<file path="src/rtl/tss_pkg.sv">
package tss_pkg;
  typedef enum logic [1:0] {PH_CTR, PH_RING, PH_NEAR, PH_EXTRA} phase_t;
  typedef enum logic [1:0] {ST_IDLE, ST_SEL, ST_RUN, ST_DONE} state_t;
endpackage

</file>
<file path="src/rtl/tss_cand_gen.sv">
module tss_cand_gen
  import tss_pkg::*;
#(
  parameter int RANGE = 7,
  parameter int VW    = 4
) (
  input  phase_t                phase,
  input  logic [2:0]            k,
  input  logic [VW-1:0]         step,
  input  logic signed [VW-1:0]  base_x,
  input  logic signed [VW-1:0]  base_y,
  output logic signed [VW-1:0]  cand_x,
  output logic signed [VW-1:0]  cand_y,
  output logic                  cand_ok
);
  localparam int WW = VW + 2;
  localparam logic signed [WW-1:0] LIM = WW'(RANGE);

  logic signed [WW-1:0] s, dx, dy, wx, wy;
  logic in_win, in_core;

  always_comb begin
    s = $signed(WW'(step));
    // ring ordering: top row L->R, middle L then R, bottom row L->R
    case (k)
      3'd0, 3'd3, 3'd5: dx = -s;
      3'd1, 3'd6:       dx = '0;
      default:          dx = s;
    endcase
    if (k < 3'd3)      dy = -s;
    else if (k < 3'd5) dy = '0;
    else               dy = s;
    if (phase == PH_CTR) begin
      dx = '0;
      dy = '0;
    end
    wx = WW'(base_x) + dx;
    wy = WW'(base_y) + dy;
    in_win  = (wx >= -LIM) && (wx <= LIM) && (wy >= -LIM) && (wy <= LIM);
    in_core = (wx >= -1) && (wx <= 1) && (wy >= -1) && (wy <= 1);
    cand_ok = in_win && !((phase == PH_EXTRA) && in_core);
    cand_x  = wx[VW-1:0];
    cand_y  = wy[VW-1:0];
  end
endmodule

</file>
<file path="src/rtl/tss_sad_acc.sv">
module tss_sad_acc #(
  parameter int BLK   = 16,
  parameter int PIX_W = 8,
  parameter int RANGE = 7,
  parameter int VW    = 4,
  parameter int CAW   = 8,
  parameter int RAW   = 10,
  parameter int SAD_W = 16
) (
  input  logic                 clk,
  input  logic                 rst_n,
  input  logic                 go,
  input  logic signed [VW-1:0] cand_x,
  input  logic signed [VW-1:0] cand_y,
  output logic [CAW-1:0]       cur_addr,
  output logic [RAW-1:0]       ref_addr,
  input  logic [PIX_W-1:0]     cur_data,
  input  logic [PIX_W-1:0]     ref_data,
  output logic [SAD_W-1:0]     sad,
  output logic                 sad_vld
);
  localparam int RW  = (BLK > 1) ? $clog2(BLK) : 1;
  localparam int WIN = BLK + 2*RANGE;

  logic busy_q, busy_d, rd_q, rd_d, last_q, last_d, fin_q;
  logic [RW-1:0] row_q, row_d, col_q, col_d;
  logic signed [VW-1:0] cx_q, cx_d, cy_q, cy_d;
  logic [SAD_W-1:0] acc_q, acc_d;
  logic [PIX_W-1:0] diff;
  logic [RAW+1:0] rrow, rcol;
  logic row_end, col_end;

  assign row_end  = (row_q == RW'(BLK-1));
  assign col_end  = (col_q == RW'(BLK-1));
  assign rrow     = (RAW+2)'(row_q) + (RAW+2)'(cy_q) + (RAW+2)'(RANGE);
  assign rcol     = (RAW+2)'(col_q) + (RAW+2)'(cx_q) + (RAW+2)'(RANGE);
  assign ref_addr = RAW'(rrow * (RAW+2)'(WIN) + rcol);
  assign cur_addr = CAW'(row_q) * CAW'(BLK) + CAW'(col_q);
  assign diff     = (cur_data > ref_data) ? cur_data - ref_data : ref_data - cur_data;
  assign sad      = acc_q;
  assign sad_vld  = fin_q;

  always_comb begin
    busy_d = busy_q;
    row_d  = row_q;
    col_d  = col_q;
    cx_d   = cx_q;
    cy_d   = cy_q;
    rd_d   = busy_q;
    last_d = busy_q && row_end && col_end;
    acc_d  = rd_q ? acc_q + SAD_W'(diff) : acc_q;
    if (go) begin
      busy_d = 1'b1;
      row_d  = '0;
      col_d  = '0;
      cx_d   = cand_x;
      cy_d   = cand_y;
      acc_d  = '0;
    end else if (busy_q) begin
      if (col_end) begin
        col_d = '0;
        if (row_end) busy_d = 1'b0;
        else         row_d  = row_q + 1'b1;
      end else begin
        col_d = col_q + 1'b1;
      end
    end
  end

  always_ff @(posedge clk or negedge rst_n) begin
    if (!rst_n) begin
      busy_q <= 1'b0;
      rd_q   <= 1'b0;
      last_q <= 1'b0;
      fin_q  <= 1'b0;
      row_q  <= '0;
      col_q  <= '0;
      cx_q   <= '0;
      cy_q   <= '0;
      acc_q  <= '0;
    end else begin
      busy_q <= busy_d;
      rd_q   <= rd_d;
      last_q <= last_d;
      fin_q  <= last_q;
      row_q  <= row_d;
      col_q  <= col_d;
      cx_q   <= cx_d;
      cy_q   <= cy_d;
      acc_q  <= acc_d;
    end
  end

  // a new candidate only starts once the previous pixel stream has drained
  p_go_idle_r9: assert property (@(posedge clk) disable iff (!rst_n)
    go |-> (!busy_q && !rd_q && !last_q));
  p_vld_pulse_r3: assert property (@(posedge clk) disable iff (!rst_n)
    sad_vld |=> !sad_vld);
  p_addr_in_win_r9: assert property (@(posedge clk) disable iff (!rst_n)
    busy_q |-> (int'(ref_addr) < WIN*WIN));
endmodule

</file>
<file path="src/rtl/tss_search_engine.sv">
module tss_search_engine
  import tss_pkg::*;
#(
  parameter  int BLK   = 16,
  parameter  int PIX_W = 8,
  parameter  int RANGE = 7,
  localparam int VW    = $clog2(RANGE+1) + 1,
  localparam int CAW   = $clog2(BLK*BLK),
  localparam int RAW   = $clog2((BLK+2*RANGE)*(BLK+2*RANGE)),
  localparam int SAD_W = $clog2(BLK*BLK*((1 << PIX_W) - 1) + 1),
  localparam int CNT_W = $clog2(18 + 8*VW)
) (
  input  logic                 clk,
  input  logic                 rst_n,
  input  logic                 start,
  input  logic                 ntss_mode,
  output logic [CAW-1:0]       cur_addr,
  input  logic [PIX_W-1:0]     cur_data,
  output logic [RAW-1:0]       ref_addr,
  input  logic [PIX_W-1:0]     ref_data,
  output logic signed [VW-1:0] mv_x,
  output logic signed [VW-1:0] mv_y,
  output logic [SAD_W-1:0]     min_sad,
  output logic [CNT_W-1:0]     cand_count,
  output logic                 done
);
  localparam int S0     = (RANGE + 1) / 2;
  localparam int NSTEP  = $clog2(S0 + 1);
  localparam int TSS_PT = 1 + 8*NSTEP;

  logic [1:0] rst_sync;
  logic       rst_n_s;
  always_ff @(posedge clk or negedge rst_n) begin
    if (!rst_n) rst_sync <= 2'b00;
    else        rst_sync <= {rst_sync[0], 1'b1};
  end
  assign rst_n_s = rst_sync[1];

  state_t state_q, state_d;
  phase_t phase_q, phase_d;
  logic [2:0] k_q, k_d;
  logic [VW-1:0] step_q, step_d;
  logic signed [VW-1:0] base_x_q, base_x_d, base_y_q, base_y_d;
  logic signed [VW-1:0] best_x_q, best_x_d, best_y_q, best_y_d;
  logic [SAD_W-1:0] best_sad_q, best_sad_d;
  logic [CNT_W-1:0] cnt_q, cnt_d;
  logic mode_q, mode_d, have_q, have_d;
  logic go, adv;
  logic signed [VW-1:0] cand_x, cand_y;
  logic cand_ok, sad_vld;
  logic [SAD_W-1:0] sad;

  tss_cand_gen #(.RANGE(RANGE), .VW(VW)) u_cand (
    .phase(phase_q), .k(k_q), .step(step_q), .base_x(base_x_q), .base_y(base_y_q),
    .cand_x(cand_x), .cand_y(cand_y), .cand_ok(cand_ok));

  tss_sad_acc #(.BLK(BLK), .PIX_W(PIX_W), .RANGE(RANGE), .VW(VW), .CAW(CAW),
                .RAW(RAW), .SAD_W(SAD_W)) u_sad (
    .clk(clk), .rst_n(rst_n_s), .go(go), .cand_x(cand_x), .cand_y(cand_y),
    .cur_addr(cur_addr), .ref_addr(ref_addr), .cur_data(cur_data), .ref_data(ref_data),
    .sad(sad), .sad_vld(sad_vld));

  always_comb begin
    state_d = state_q;   phase_d = phase_q;   k_d = k_q;   step_d = step_q;
    base_x_d = base_x_q; base_y_d = base_y_q; best_x_d = best_x_q; best_y_d = best_y_q;
    best_sad_d = best_sad_q; cnt_d = cnt_q;   mode_d = mode_q; have_d = have_q;
    go = 1'b0;
    adv = 1'b0;
    case (state_q)
      ST_IDLE, ST_DONE: if (start) begin
        state_d = ST_SEL;  phase_d = PH_CTR; k_d = '0; step_d = VW'(S0);
        base_x_d = '0;     base_y_d = '0;    cnt_d = '0;
        mode_d = ntss_mode; have_d = 1'b0;
      end
      ST_SEL: begin
        if (cand_ok) begin
          go = 1'b1;
          state_d = ST_RUN;
        end else begin
          adv = 1'b1;
        end
      end
      default: if (sad_vld) begin
        cnt_d = cnt_q + 1'b1;
        if (!have_q || (sad < best_sad_q)) begin
          best_x_d = cand_x; best_y_d = cand_y; best_sad_d = sad;
        end
        have_d = 1'b1;
        adv = 1'b1;
      end
    endcase
    if (adv) begin
      state_d = ST_SEL;
      if (phase_q == PH_CTR) begin
        phase_d = PH_RING;
        k_d = '0;
      end else if (k_q != 3'd7) begin
        k_d = k_q + 1'b1;
      end else begin
        k_d = '0;
        case (phase_q)
          PH_RING: begin
            if (mode_q && (step_q == VW'(S0))) begin
              phase_d = PH_NEAR; step_d = VW'(1); base_x_d = '0; base_y_d = '0;
            end else if (step_q == VW'(1)) begin
              state_d = ST_DONE;
            end else begin
              step_d = step_q >> 1; base_x_d = best_x_d; base_y_d = best_y_d;
            end
          end
          PH_NEAR: begin
            if ((best_x_d == '0) && (best_y_d == '0)) begin
              state_d = ST_DONE;
            end else if ((best_x_d >= -1) && (best_x_d <= 1) &&
                         (best_y_d >= -1) && (best_y_d <= 1)) begin
              phase_d = PH_EXTRA; base_x_d = best_x_d; base_y_d = best_y_d;
            end else begin
              phase_d = PH_RING; step_d = VW'(S0 / 2);
              base_x_d = best_x_d; base_y_d = best_y_d;
            end
          end
          default: state_d = ST_DONE;
        endcase
      end
    end
  end

  always_ff @(posedge clk or negedge rst_n_s) begin
    if (!rst_n_s) begin
      state_q <= ST_IDLE;  phase_q <= PH_CTR; k_q <= '0;      step_q <= '0;
      base_x_q <= '0;      base_y_q <= '0;    best_x_q <= '0; best_y_q <= '0;
      best_sad_q <= '0;    cnt_q <= '0;       mode_q <= 1'b0; have_q <= 1'b0;
    end else begin
      state_q <= state_d;  phase_q <= phase_d; k_q <= k_d;     step_q <= step_d;
      base_x_q <= base_x_d; base_y_q <= base_y_d; best_x_q <= best_x_d; best_y_q <= best_y_d;
      best_sad_q <= best_sad_d; cnt_q <= cnt_d; mode_q <= mode_d; have_q <= have_d;
    end
  end

  assign mv_x       = best_x_q;
  assign mv_y       = best_y_q;
  assign min_sad    = best_sad_q;
  assign cand_count = cnt_q;
  assign done       = (state_q == ST_DONE);

  p_mv_range_r10: assert property (@(posedge clk) disable iff (!rst_n_s)
    done |-> (mv_x >= -RANGE) && (mv_x <= RANGE) && (mv_y >= -RANGE) && (mv_y <= RANGE));
  p_hold_r8: assert property (@(posedge clk) disable iff (!rst_n_s)
    (done && !start) |=> done && $stable(mv_x) && $stable(mv_y) && $stable(min_sad)
                         && $stable(cand_count));
  p_start_clears_r8: assert property (@(posedge clk) disable iff (!rst_n_s)
    (done && start) |=> !done);
  p_tss_count_r2: assert property (@(posedge clk) disable iff (!rst_n_s)
    ($rose(done) && !mode_q) |-> (int'(cand_count) == TSS_PT));
  p_ntss_centre_r5: assert property (@(posedge clk) disable iff (!rst_n_s)
    ($rose(done) && mode_q && (mv_x == '0) && (mv_y == '0)) |-> (int'(cand_count) == 17));
  p_sad_mono_r4: assert property (@(posedge clk) disable iff (!rst_n_s)
    (have_q && $past(have_q)) |-> (best_sad_q <= $past(best_sad_q)));
endmodule

</file>
<file path="config.mk">
export PLATFORM = sky130hd
export DESIGN_NAME = tss_search_engine
export DESIGN_NICKNAME = d
export VERILOG_FILES = /design/src/rtl/tss_pkg.sv /design/src/rtl/tss_cand_gen.sv /design/src/rtl/tss_sad_acc.sv /design/src/rtl/tss_search_engine.sv
export SDC_FILE = /design/constraint.sdc
export NUM_CORES = 1
export LEC_CHECK = 0
export BUFFER_PORTS_ARGS = -buffer_cell sky130_fd_sc_hd__buf_2
export CAP_MARGIN = 20
export CORE_MARGIN = 2
export CORE_UTILIZATION = 56
export CTS_BUF_LIST = sky130_fd_sc_hd__clkbuf_4 sky130_fd_sc_hd__clkbuf_8
export CTS_CLUSTER_SIZE = 14
export DETAILED_ROUTE_END_ITERATION = 12
export MAX_ROUTING_LAYER = met4
export PLACE_DENSITY = 0.76
export SLEW_MARGIN = 20
export SYNTH_ARGS = -nofsm -noshare
export SYNTH_HDL_FRONTEND = slang
export SYNTH_SLANG_ARGS = --single-unit
</file>
<file path="constraint.sdc">
create_clock -name clk -period 8.4 [get_ports clk]
set_input_delay 1.26 -clock clk [delete_from_list [all_inputs] [get_ports clk]]
set_output_delay 1.26 -clock clk [all_outputs]
set_load 0.01 [all_outputs]
</file>
; ---- Word level (Yosys, flattened, before mapping)
; Cells that the tools add are included.
[word_totals]
regBits = 89
inputBits = 20
output_inout_bits = 49
elab_cells = 203
[op_classes]
addsub = 16
n_mul = 1
n_lt_le_gt_ge = 16
n_eq_ne = 18
n_mux = 88
bitwise_logic = 2
n_reduce_logical = 40
[ops]
columns = op, count
row1 = $mux 4, 39
row2 = $mux 16, 2
row3 = $mux 2, 16
row4 = $mux 6, 5
row5 = $pmux 4 s2, 3
row6 = $pmux 6 s2, 2
row7 = $add 16x8->16, 1
row8 = $lt 16x16->1, 1
row9 = $sub 8x8->8, 2
row10 = $logic_and 1x1->1, 15
row11 = $mux 3, 5
row12 = $add 12x3->12 const B, 1
row13 = $add 4x6->6, 2
row14 = $add 5x4->6, 2
row15 = $ge 6x1->1 const B, 2
row16 = $ge 6x4->1 const B, 2
row17 = $le 6x2->1 const B, 2
row18 = $le 6x4->1 const B, 2
row19 = $mul 12x4->9 const B, 1
row20 = $pmux 2 s2, 3
row21 = $reduce_and 3->1, 4
row22 = $reduce_bool 2->1, 6
row23 = $add 10x10->10, 1
row24 = $add 10x3->10 const B, 1
row25 = 33 further kinds, 61

; ---- Longest topological paths before layout
; Gate-level depths: netlist (run 1).
[logic_depth]
depth_word = 18
mapped_depth = 23
ltp_nobuf = 23

; ---- Cells and area by module
; Synthesis (run 1) repeated with hierarchy kept, for this count alone.
[unflattened]
cells_unflattened = 847
area_unflattened_um2 = 7627.3
[by_module_without_submodules]
columns = module, instances, cells_per_inst, area_each_um2, seq_area_each_um2
row1 = tss_sad_acc, 1, 429, 3837.4, 900.9
row2 = tss_search_engine, 1, 302, 2952.8, 1326.3
row3 = tss_cand_gen, 1, 116, 837.1, 0.0

; ---- Worst setup path before layout (run 1)
; No wires, ideal clock.
[synth_timing]
path_kind = reg2out
from = reg u_sad.row_q[0]
to = out ref_addr[9]
arrival_time_ns = 5.137
required_ns = 7.140
slack_ns = 2.003
path_stages_with_launch = 21
path_buffers = 0
path_cell_list = dfrtp_1 -> ha_1 -> inv_1 -> fa_1 -> xor2_1 -> and3_1 -> xor2_1 -> inv_1 -> fa_1 -> fa_1 -> inv_1 -> ha_1 -> a21oi_1 -> xnor2_1 -> ha_1 -> ha_1 -> inv_1 -> o21bai_1 -> a21o_1 -> a21oi_1 -> xnor3_1
[synth_between]
elab_chain_cells = 4
[synth_lines]
columns = element, line_no
row1 = start: declaration, tss_sad_acc.sv:26  ; logic [RW-1:0] row_q, row_d, col_q, col_d;
row2 = start signal: assignment, tss_sad_acc.sv:86  ; row_q <= row_d;
row3 = $add 5x4->6, tss_sad_acc.sv:35  ; assign rrow = (RAW+2)'(row_q) + (RAW+2)'(cy_q) + (RAW+2)'(RANGE);
row4 = $add 12x3->12, tss_sad_acc.sv:35
row5 = $mul 12x4->9, tss_sad_acc.sv:37  ; assign ref_addr = RAW'(rrow * (RAW+2)'(WIN) + rcol);
row6 = $add 10x10->10, tss_sad_acc.sv:37
row7 = end: declaration, tss_search_engine.sv:19  ; output logic [RAW-1:0] ref_addr,
; No other way between the ends.

; ---- Worst setup path in the final report (run 1)
; Ends and elaborated chain as after synthesis.

==> impl_metrics.json, run 1 <==
{
  "die_x_um": 119,
  "critPathKind": "flip-flop to primary output",
  "vias_per_cell": 5.46,
  "grt_max_degree": 67,
  "clk_latency_ns": 0.40,
  "grt_usage_pct": 22.6,
  "fmax_mhz": 139,
  "reg2regPathDepth": 17,
  "slew_headroom_pct": 44.5,
  "rsz0062_at_grt": "false",
  "status": "finished, final reports clean",
  "ys_ff_latch": 89,
  "syn_inst": 826,
  "rows": 42,
  "reg2reg_to": "base_y_q[3]",
  "worstPathArrival_ns": 5.91,
  "synth_edf_count": 0,
  "wirelength_um": 14700,
  "grt_overflow": 0,
  "cp-start-kind": "flip-flop",
  "hold_class": "flip-flop to async pin",
  "diodes": 0,
  "coreArea_sq_um": 13100,
  "cp_max_fo": 5,
  "post-cts-setup-buffers": 0,
  "cts_buffer_depth": 2,
  "grt_pass1_vias": 5544,
  "required_ns": 7.14,
  "tightest_slew_ns": 0.832,
  "ys.flop_type": "dfrtp_1",
  "cts.repair.resized": 0,
  "synthDistinctLibCells": 64,
  "maxCapViolCount": 0,
  "synth_top_family_by_area": "adder cells",
  "yosys-top-cells-area": "dfrtp_1 30%, ha_1 17%, inv_1 5.2%",
  "cts.sinks": 89,
  "synthArstFlopShare_pct": 100,
  "crit_path_start": "u_sad.row_q[0]",
  "ant_nets": 0,
  "reg2reg_from": "k_q[0]",
  "dp_hpwl_um": 11500,
  "synth_fp_nets": 963,
  "final_core_util_pct": 62.2,
  "worstPathCellList": "ha_1, inv_1, fa_1, xor2_1, and3_1, xor2_1, inv_1, fa_1, fa_1, inv_1, ha_1, a21oi_1, xnor2_1, ha_1, ha_1, inv_1, o21bai_1, a21o_1, a21oi_1, xnor3_1, buf_2",
  "slew_violations": 0,
  "place.gp.congestion": 0.854,
  "grt_pass1_wl_um": 25600,
  "routed-via-count": 5833,
  "synth_common_cells": "104 x inv_1, 99 x ha_1, 89 x dfrtp_1, 63 x a21oi_1, 60 x nand2_1",
  "synth_compound_area_share_pct": 16.3,
  "nets": 1024,
  "wl_per_cell_um": 13.7,
  "netlist.area_leader.share_pct": 29.9,
  "h-tree-depth": 3,
  "synthMuxAreaShare_pct": 5.82,
  "die_y_um": 119,
  "setup_viol": 0,
  "synth.cell_area_sq_um": 7460,
  "yosys.area_share.simple_pct": 13.0,
  "port_buffers": 68,
  "synth.avg_cell_area_sq_um": 9.03,
  "syn_to_final_growth_pct": 9.57,
  "nFillCells": 1148,
  "synth_fa_ha_area_share_pct": 21.4,
  "synthXorXnorAreaFrac_pct": 7.12,
  "finalClockSkew_ns": 0.0195,
  "crit_slowest_cell": "fa_1",
  "drive_above_1_share_pct": 12.7,
  "cts_tree": "done",
  "drt-initial-drc-count": 295,
  "tns_ns": 0,
  "cts_root_buf": "clkbuf_8",
  "cts_made_buffers": 9,
  "cts.clk_slew.worst_paths_ns": 0.11,
  "critical-path-max-stage-delay_ns": 0.54,
  "antenna_found_initial": 0,
  "setup.worst_path.end_class": "primary output",
  "initial_utilization_pct": 56.8,
  "hold_buffers": 0,
  "hold_viol": 0,
  "yosys_warnings": 0,
  "drt-pass1-iter-count": 4,
  "synth_area_leader_cell": "dfrtp_1",
  "die_area_sq_um": 14300,
  "period_needed_ns": 7.17,
  "pin_count": 69,
  "drc": 0,
  "yosysMostFrequentCell": "inv_1",
  "ys_seq_area_share_pct": 29.9,
  "timing.final.crit_share_pct": 85.4,
  "r2r_setup_slack_ns": 3.29
}
[area by class of cell]
type / instances / area, sq um / share of cell area [%]
clock inverters: 7 / 81.3 / 0.996
clock buffers: 9 / 124 / 1.52
well taps: 176 / 220 / 2.70
multi-input cells: 612 / 4760 / 58.3
inverters: 104 / 390 / 4.78
repair buffers: 71 / 363 / 4.44
flip-flops and latches: 89 / 2230 / 27.3
[cell families after synthesis]
group,count (synthesis)
XOR/XNOR,59
multiplexers,40
other,1
adder cells (fa/ha/maj),117
flip-flops,89
AND/OR/NAND/NOR,202
AO/OA/AOI/OAI,193
buffers and inverters,125
[critical path: cells and delay by family (launching register included)]
kind / cells / cell delay, ns
and+or+nand+nor: 1 / 0.23
xor gates and xnor gates: 4 / 1.23
buffers and inverters: 5 / 0.44
AOI/OAI and AO/OA: 4 / 0.65
DFF: 1 / 0.46
adders and majority gates: 7 / 2.51
[per-layer routing]
metal	vias up	global-route usage (%)	share of wire [%]
met1	2755	30.8	49
met3	18	2.78	2.7
li1	2981	-	-
met2	79	35.8	47
met5	-	-	0
met4	0	6.25	1.5
[sequential cells by signal (all words and copies together), names as in the netlist, 2 cells and up]
signal       flops
mv_y             4
k_q              3
mv_x             4
state_q          2
base_x_q         4
u_sad.row_q      4
rst_sync         2
base_y_q         4
min_sad         16
step_q           4
u_sad.cx_q       4
u_sad.cy_q       4
phase_q          2
u_sad.col_q      4
u_sad.sad       16
cand_count       6
[placed cells by master (no fill, tap or decap), types with 5 or more instances in the layout]
master	synthesis	final
clkbuf_8	0	9
nand2b_1	8	8
nor3_1	20	20
nand2_1	60	60
o21ai_0	47	47
nand4_1	7	7
nor2_1	58	58
a211oi_1	5	5
mux2_2	16	16
inv_1	104	104
and3_1	10	10
fa_1	18	18
ha_1	99	99
buf_2	5	68
a21oi_1	63	63
nand3_1	15	15
o21ai_1	7	7
xor2_1	22	22
dfrtp_1	89	88
a32o_1	9	9
mux2i_1	16	16
xnor2_1	36	36
a21o_1	17	17
o21bai_1	8	8
mux2_1	7	7
[stage by stage]
step                      worst slack, ns  cells  hold slack [ns]  area [sq um]
after global routing                0.811   1068            0.254          8170
after detailed placement             1.59   1052            0.222          7960
after global placement               1.73   1052            0.221          7960
after floorplan                      2.00    826            0.331          7460
after CTS                            1.13   1068            0.235          8170
final                                1.23   1068            0.216          8170
[how the worst max path moves through the flow]
stage,to,cells after the start
after floorplan,ref_addr[9],20
after CTS,ref_addr[9],21
final,ref_addr[9],21
after global routing,ref_addr[9],21
after detailed placement,ref_addr[9],21
after global placement,ref_addr[9],21
Power of run 1 is not shown: default switching activity piles up to over one toggle a cycle in this logic, so the estimate is an artifact.
==> run 2: changes to the inputs <==
--- a/config.mk
+++ b/config.mk
@@ -5,8 +5,7 @@
 export SDC_FILE = /design/constraint.sdc
 export NUM_CORES = 1
 export LEC_CHECK = 0
-export BUFFER_PORTS_ARGS = -buffer_cell sky130_fd_sc_hd__buf_2
-export CAP_MARGIN = 20
+export BUFFER_PORTS_ARGS = -buffer_cell sky130_fd_sc_hd__buf_4
 export CORE_MARGIN = 2
 export CORE_UTILIZATION = 56
 export CTS_BUF_LIST = sky130_fd_sc_hd__clkbuf_4 sky130_fd_sc_hd__clkbuf_8
==> impl_metrics.json, run 2 (same netlist as run 1, synthesis figures left out) <==
{
  "hold_class": "flip-flop to async pin",
  "reg2regPathDepth": 17,
  "cts.clk_slew.worst_paths_ns": 0.11,
  "critPathKind": "flip-flop to primary output",
  "rows": 42,
  "hold_buffers": 0,
  "dp_hpwl_um": 11900,
  "period_needed_ns": 7.22,
  "required_ns": 7.14,
  "cts_made_buffers": 9,
  "cts_tree": "done",
  "maxCapViolCount": 0,
  "r2r_setup_slack_ns": 3.25,
  "cts.repair.resized": 0,
  "nets": 1024,
  "multi_input_area_sq_um": 4760,
  "rsz0062_at_grt": "false",
  "grt_pass1_vias": 5741,
  "syn_to_final_growth_pct": 11.8,
  "die_area_sq_um": 14300,
  "drt-pass1-iter-count": 5,
  "slew_headroom_pct": 43.6,
  "drc": 0,
  "hold_viol": 0,
  "finalNonFillerCells": 1068,
  "cts.sinks": 89,
  "tns_ns": 0,
  "antenna_found_initial": 0,
  "tightest_slew_ns": 0.846,
  "dp_cells": 1052,
  "grt_pass1_wl_um": 26600,
  "port_buffers": 68,
  "setup.worst_path.end_class": "primary output",
  "grt_usage_pct": 23.5,
  "cp-start-kind": "flip-flop",
  "reg2reg_from": "k_q[0]",
  "finalClockSkew_ns": 0.0165,
  "wl_per_cell_um": 14.5,
  "final_core_util_pct": 63.5,
  "cts_root_buf": "clkbuf_8",
  "setup_viol": 0,
  "grt_overflow": 0,
  "coreArea_sq_um": 13100,
  "grt_max_degree": 67,
  "h-tree-depth": 3,
  "pin_count": 69,
  "diodes": 0,
  "layout_common_cells": "104 x inv_1, 99 x ha_1, 88 x dfrtp_1",
  "drt-initial-drc-count": 283,
  "vias_per_cell": 5.59,
  "fin_area_sq_um": 8340,
  "slew_violations": 0,
  "cts_buffer_depth": 2,
  "die_y_um": 119,
  "die_x_um": 119,
  "fmax_mhz": 139,
  "timing.final.crit_share_pct": 85.9,
  "nFillCells": 1142,
  "register_area_sq_um": 2230,
  "status": "finished, final reports clean",
  "reg2reg_to": "base_x_q[0]",
  "drive_above_1_share_pct": 12.7,
  "clk_latency_ns": 0.39,
  "layout_commonest_cell": "inv_1",
  "initial_utilization_pct": 56.8,
  "worstPathArrival_ns": 5.96,
  "ant_nets": 0,
  "wirelength_um": 15500,
  "dpl_cell_area_sq_um": 8130,
  "cp_max_fo": 5,
  "place.gp.congestion": 0.879,
  "post-cts-setup-buffers": 0,
  "routed-via-count": 5966
}
==> run 2: cell counts in the layout (fill, tap and decap cells not counted) <==
Identical to the previous run, type by type.
==> run 2: cell type report <==
type | count | area share, %
Clock inverter | 7 | 0.946
Inverter | 104 | 4.68
Timing Repair Buffer | 71 | 6.39
Sequential cell | 89 | 26.8
Multi-Input combinational cell | 612 | 57.1
Clock buffer | 9 | 1.49
Tap cell | 176 | 2.64
==> run 2: metrics by stage <==
stage | setup WS, ns | hold WS [ns]
2_1_floorplan | 2.00 | 0.331
3_3_place_gp | 1.72 | 0.220
3_5_place_dp | 1.58 | 0.230
4_1_cts | 1.13 | 0.239
5_1_grt | 0.747 | 0.258
6_report | 1.18 | 0.225
==> run 2: per-layer routing <==
metal  GRT usage [%]  share of wire, %  vias up
li1                -                 -     2984
met1            31.2                47     2856
met2            38.5                48      103
met3            3.30               3.2       23
met4            5.66               1.3        0
met5               -                 0        -
==> run 2: worst max-delay path by stage <==
stage,start,to,slack [ns],depth (start not counted)
6_report,u_sad.row_q[0],ref_addr[9],1.18,20
5_1_grt,u_sad.row_q[0],ref_addr[9],0.75,21
4_1_cts,u_sad.row_q[0],ref_addr[9],1.13,20
3_5_place_dp,u_sad.row_q[0],ref_addr[9],1.58,20
3_3_place_gp,u_sad.row_q[0],ref_addr[9],1.72,21
2_1_floorplan,u_sad.row_q[0],ref_addr[9],2.00,20
==> run 2: worst max-delay path, stage by stage (launching register included) <==
cell and delay (ns):
dfrtp_1 0.45, ha_1 0.20, inv_1 0.06, fa_1 0.40, xor2_1 0.26, and3_1 0.24, xor2_1 0.42, inv_1 0.12
fa_1 0.48, fa_1 0.54, inv_1 0.04, ha_1 0.33, a21o_1 0.17, a21oi_1 0.23, xnor2_1 0.15, ha_1 0.25
ha_1 0.34, a21o_1 0.18, a21oi_1 0.15, xnor3_1 0.41, buf_4 0.15
Power of run 2 is left out for the same reason.
